File: src/rtl/victim_sel_pkg.sv
package victim_sel_pkg;
   // Origin of the victim presented this cycle.
   typedef enum logic {
      SRC_FREE = 1'b0,
      SRC_PTR  = 1'b1
   } victim_src_e;

   // True when n is a power of two and at least 2.
   function automatic bit is_pow2(input int unsigned n);
      return (n >= 2) && ((n & (n - 1)) == 0);
   endfunction
endpackage

File: src/rtl/vs_first_free.sv
module vs_first_free #(
   parameter int unsigned WAYS = 4,
   localparam int unsigned IW  = $clog2(WAYS)
) (
   input  logic [WAYS-1:0] cand,
   output logic            any,
   output logic [IW-1:0]   idx
);
   // Lowest set bit wins; scan from the top so the lowest index is written last.
   always_comb begin
      any = |cand;
      idx = '0;
      for (int i = WAYS - 1; i >= 0; i--) begin
         if (cand[i]) idx = IW'(i);
      end
   end
endmodule

File: src/rtl/vs_repl_ptr.sv
module vs_repl_ptr #(
   parameter int unsigned WAYS      = 4,
   parameter int unsigned LOCK_WAYS = 2,
   localparam int unsigned IW       = $clog2(WAYS)
) (
   input  logic          clk,
   input  logic          rst_n,
   input  logic          lock,
   input  logic          advance,
   output logic [IW-1:0] cur
);
   logic [IW-1:0] ptr_q;
   logic [IW-1:0] cur_c;
   logic [IW-1:0] nxt_c;

   generate
      if (LOCK_WAYS == 0) begin : g_unconfined
         // No protected ways: plain modulo counter.
         assign cur_c = ptr_q;
         assign nxt_c = ptr_q + 1'b1;
      end else begin : g_confined
         localparam logic [IW-1:0] BASE = IW'(LOCK_WAYS);
         localparam logic [IW-1:0] TOP  = IW'(WAYS - 1);
         always_comb begin
            cur_c = ptr_q;
            if (lock && (ptr_q < BASE)) cur_c = BASE;
            if (cur_c == TOP) nxt_c = lock ? BASE : '0;
            else              nxt_c = cur_c + 1'b1;
         end
      end
   endgenerate

   always_ff @(posedge clk or negedge rst_n) begin
      if (!rst_n)       ptr_q <= '0;
      else if (advance) ptr_q <= nxt_c;
   end

   assign cur = cur_c;

   // the pointer moves only on a committed pointer allocation
   assert_ptr_hold_R9: assert property (@(posedge clk) disable iff (!rst_n)
      !advance |=> $stable(ptr_q));
endmodule

File: src/rtl/victim_select.sv
module victim_select #(
   parameter int unsigned WAYS      = 4,
   parameter int unsigned LOCK_WAYS = 2,
   localparam int unsigned IW       = $clog2(WAYS)
) (
   input  logic            clk,
   input  logic            rst_n,
   input  logic [WAYS-1:0] way_valid,
   input  logic            alloc,
   input  logic            half_lock,
   output logic [IW-1:0]   victim_way
);
   import victim_sel_pkg::*;

   localparam logic [IW-1:0] BASE = IW'(LOCK_WAYS);

   generate
      if (!is_pow2(WAYS)) begin : g_bad_ways
         $error("victim_select: WAYS must be a power of two, at least 2");
      end
      if (LOCK_WAYS >= WAYS) begin : g_bad_lock
         $error("victim_select: LOCK_WAYS must leave at least one way open");
      end
   endgenerate

   logic [WAYS-1:0] eligible;
   logic            free_any;
   logic [IW-1:0]   free_idx;
   logic [IW-1:0]   ptr_cur;
   victim_src_e     src;
   logic            advance;

   // Per-way eligibility: empty, and not protected while locked.
   generate
      for (genvar w = 0; w < WAYS; w++) begin : g_elig
         if (w < LOCK_WAYS) begin : g_prot
            assign eligible[w] = !way_valid[w] && !half_lock;
         end else begin : g_open
            assign eligible[w] = !way_valid[w];
         end
      end
   endgenerate

   vs_first_free #(.WAYS(WAYS)) u_free (
      .cand (eligible),
      .any  (free_any),
      .idx  (free_idx)
   );

   vs_repl_ptr #(.WAYS(WAYS), .LOCK_WAYS(LOCK_WAYS)) u_ptr (
      .clk     (clk),
      .rst_n   (rst_n),
      .lock    (half_lock),
      .advance (advance),
      .cur     (ptr_cur)
   );

   assign src        = free_any ? SRC_FREE : SRC_PTR;
   assign advance    = alloc && (src == SRC_PTR);
   assign victim_way = (src == SRC_FREE) ? free_idx : ptr_cur;

   // with no lock, an empty way is always chosen over the pointer
   assert_empty_first_R2: assert property (@(posedge clk) disable iff (!rst_n)
      (!half_lock && !(&way_valid)) |-> !way_valid[victim_way]);

   // with the lock on, an empty upper way is chosen and lower ways never are
   assert_lock_empty_R6: assert property (@(posedge clk) disable iff (!rst_n)
      (half_lock && !(&way_valid[WAYS-1:LOCK_WAYS]))
         |-> (victim_way >= BASE && !way_valid[victim_way]));

   // a locked victim never lands in a protected way
   assert_lock_range_R7: assert property (@(posedge clk) disable iff (!rst_n)
      half_lock |-> victim_way >= BASE);

   // consecutive full-set unlocked allocations step by one way
   assert_ptr_step_R4: assert property (@(posedge clk) disable iff (!rst_n)
      (alloc && (&way_valid) && !half_lock)
         |=> (!((&way_valid) && !half_lock) || victim_way == IW'($past(victim_way) + 1'b1)));

   // consecutive full-set locked allocations alternate
   assert_lock_alt_R7: assert property (@(posedge clk) disable iff (!rst_n)
      (alloc && (&way_valid) && half_lock)
         |=> (!((&way_valid) && half_lock) || victim_way != $past(victim_way)));
endmodule

File: config.mk
export PLATFORM = sky130hd
export DESIGN_NAME = victim_select
export DESIGN_NICKNAME = d
export VERILOG_FILES = /design/src/rtl/victim_sel_pkg.sv /design/src/rtl/vs_first_free.sv /design/src/rtl/vs_repl_ptr.sv /design/src/rtl/victim_select.sv
export SDC_FILE = /design/constraint.sdc
export NUM_CORES = 1
export LEC_CHECK = 0
export ABC_AREA = 1
export CORE_AREA = 2 2 39 41
export CTS_BUF_LIST = sky130_fd_sc_hd__clkbuf_8
export CTS_CLUSTER_SIZE = 8
export DETAILED_ROUTE_END_ITERATION = 16
export DIE_AREA = 0 0 41 43
export GPL_TIMING_DRIVEN = 0
export PLACE_DENSITY = 0.45
export SLEW_MARGIN = 20
export SYNTH_ARGS = -nofsm -noshare
export SYNTH_HDL_FRONTEND = slang
export SYNTH_SLANG_ARGS = --single-unit
File: constraint.sdc
create_clock -name clk -period 1.52 [get_ports clk]
set_clock_uncertainty 0.2 [all_clocks]
set_input_delay 0.152 -clock clk [delete_from_list [all_inputs] [get_ports clk]]
set_output_delay 0.152 -clock clk [all_outputs]
set_load 0.005 [all_outputs]
==> summary.md <==
| Metric | Value |
|---|---|
| XOR/XNOR Fraction of Synth Area | `0%` |
| FMAX | `0.6877 GHz` |
| Residual overflow from global routing | `0` |
| Max clock buf depth | `2` |
| # port buffers | `9` |
| Vias/cell | `3.726` |
| Complex-gate fraction of the synthesized area | `8.497%` |
| Crit-path max cell delay | `480 ps` |
| Post-CTS setup buffer count | `0` |
| Synth Area in Simple Gates | `51.63%` |
| Synthesized net count | `41` |
| Status | `finished clean` |
| Total power draw | `392.7 uW` |
| Dpl hpwl | `347.3 microns` |
| Final antenna-violating net count | `0` |
| Final Wtd Congestion | `0.6765` |
| Yosys top cell by area | `dfrtp_1` |
| Yosys reg bits | `2` |
| CTS Buf Count | `3` |
| CTS clk-pin slew, worst paths | `30 ps` |
| WHS Path Cells | `5` |
| Setup TNS | `0 ps` |
| CP endpoint kind | `output port` |
| Layout Cell Area excl Fill | `341.6 sq um` |
| Vias in the first global route | `221` |
| Period utilization | `95.67%` |
| Crit-path cells | `clkdlybuf4s50_1, nand2_1, inv_2, nand3_2, o21ai_1, buf_2` |
| Max FFs per register | `2` |
| Core area | `0.001384 sq mm` |
| Peak VDD IR | `0.0003880 V` |
| Most frequent cells in the layout | `nand2_1, clkdlybuf4s50_1, inv_1` |
| Detailed-route wire length per cell | `7.419 microns` |
| CP bufs+invs | `3` |
| Max Cap Violations | `0` |
| Top cell type's share of synthesized area | `26.14%` |
| Number of DRC markers in iteration 0 | `1` |
| Die X | `41 microns` |
| WHS Endpoint | `u_ptr.ptr_q[1]$_DFFE_PN0P_` |
| Sequential fraction of the synthesis area | `26.14%` |
| CTS Sinks | `2` |
| Die ar. | `0.001763 sq mm` |
| Filler Cells Inserted | `173` |
| Number of remaining DRC errors | `0` |
| Hold wc startpoint | `half_lock` |
| R2R setup slack | `390 ps` |
| Startpoint of the worst register-to-register path | `u_ptr.ptr_q[1]$_DFFE_PN0P_` |
| Power Dens Cells | `1150 mW/mm^2` |
| Post-Synth Adder-Cell Area | `0%` |
| Top Registers | `u_ptr.ptr_q x2` |
| Synth warnings | `0` |
| DP Cell Count | `58` |
| I/O pins | `10` |
| CTS root buf | `clkbuf_8` |
| Via count | `231` |
| Final design utilization | `24.68%` |
| Leakage dissipation | `0.0001795 uW` |
| Area growth, synth to finish | `78.43%` |
| Slowest CP cell | `clkdlybuf4s50_1` |
| Final setup fails | `0` |
| Clk_lat worst skew | `210 ps` |
| Mapped Cells | `33` |
| # diodes | `0` |
| Final cell count without fillers | `62` |
| Crit path DAT | `1100 ps` |
| First-pass GRT wire length | `807 microns` |
| Top reg by flops | `u_ptr.ptr_q` |
| Crit Path Max Fanout | `3` |
| Detailed Route WL | `460 microns` |
| Placed cell area | `301.5 sq um` |
| CP delay by family, top | `buffers and inverters` |
| Hold Fails Final Rpt | `0` |
| Largest family of logic cells by synthesized area | `simple AND/OR/NAND/NOR gates` |
| Commonest non-fill, non-tap cell in the layout | `nand2_1` |
| DRT Pass-1 Iters | `2` |
| RR Endpoint | `u_ptr.ptr_q[1]$_DFFE_PN0P_` |
| Multiplexer share of the synthesized area | `0%` |
| Crit path time final | `1454 ps` |
| GRT Overall Usage | `7.530%` |
| FP Rows | `14` |
| Synth unique cells | `12` |
| Synth Area per Inst | `5.801 sq um` |
| RSZ-0062 raised after global routing | `true` |
| CP Data Required Time | `1170 ps` |
| Top area cells in the synthesized netlist | `dfrtp_1, nand2_1, inv_1` |
| Vert. Die Dim | `43 microns` |
| Hold WC Path Type | `input port to register` |
| Largest net degree at the start of global routing | `6` |
| Max transition margin | `90.71%` |
| Slew Viols, Final | `0` |
| Fin nets | `56` |
| Mapped cell area | `191.4 sq um` |
| Initial core utilization | `13.83%` |
| Worst Reg-to-Reg Cells | `7` |
| Critical path type | `input port to output port` |
| H-tree levels | `1` |
| Initial antenna violation count | `0` |
| Worst Tran Pin Value | `137.9 ps` |
| Share of cells above drive strength 1 | `23.91%` |
| Setup crit start kind | `input port` |
| CTS tree | `done` |
==> area by class of cell <==
type | count | area, sq um | share of cell area (%)
repair buffers | 10 | 88.84 | 26.01
clock buffers | 3 | 41.29 | 12.09
multi-input cells | 24 | 115.1 | 33.70
well taps | 16 | 20.02 | 5.861
inverters | 7 | 26.28 | 7.692
flip-flops and latches | 2 | 50.05 | 14.65
==> stage by stage <==
| stage | hold slack [ps] | worst slack, ps |
|---|---|---|
| finish | 279.9 | 65.86 |
| global route | 322.1 | -6.129 |
| global placement | 121.6 | -418.6 |
| floorplan | -343.6 | 479.2 |
| detailed placement | 125.4 | -412.5 |
| CTS | 283.5 | 37.69 |
==> where the power goes <==
| group | total (uW) | switching [uW] | leakage (uW) | internal (uW) |
|---|---|---|---|---|
| combinational | 99.9 | 52.6 | 0.000134 | 47.3 |
| clock | 207 | 39.7 | 0.0000216 | 167 |
| sequential | 85.8 | 14.9 | 0.0000244 | 71.0 |
| total | 393 | 107 | 0.000180 | 286 |
==> worst max-delay path by stage <==
stage | to | depth (start not counted) | slack [ps] | start
final | victim_way[0] | 6 | 70 | way_valid[2]
after global routing | victim_way[1] | 6 | -6 | way_valid[1]
after CTS | victim_way[0] | 6 | 40 | way_valid[2]
after detailed placement | victim_way[0] | 6 | -410 | half_lock
after global placement | victim_way[0] | 6 | -420 | half_lock
after floorplan | u_ptr.ptr_q[1]$_DFFE_PN0P_ | 7 | 480 | u_ptr.ptr_q[1]$_DFFE_PN0P_
==> worst min-delay path, cell delays in order <==
cell and delay [ps]:
dlygate4sd2_1 240, nand3_1 80, nand3_1 80, nand2_1 40, nand2_1 50
==> metal layers <==
layer,wire length [microns],vias up,track usage (%)
met5,0,-,0
met4,0,0,8.000
met3,32,0,4.712
met2,225,6,9.063
met1,203,95,8.039
li1,-,130,-
==> synthesized netlist by cell type (all sizes together) <==
cell type   n
o21ai       2
nand3       4
nand2      15
nor2        1
dfrtp       2
inv         7
nand4       1
a31oi       1
==> logic make-up (layout without fill, tap and decap cells) <==
kind of cell           count (synthesis)  in the layout
AND/OR/NAND/NOR                       21             21
AO/OA/AOI/OAI                          3              3
buffers and inverters                  7             20
flip-flops                             2              2
==> timing repair <==
action	in CTS	in global routing
cloned	0	0
setup endpoints to repair	2	2
pin swaps	1	2
hold buffers	1	0
endpoints found under the hold margin	2	0
resized for setup	10	0
(Power assumes the default switching activity.)
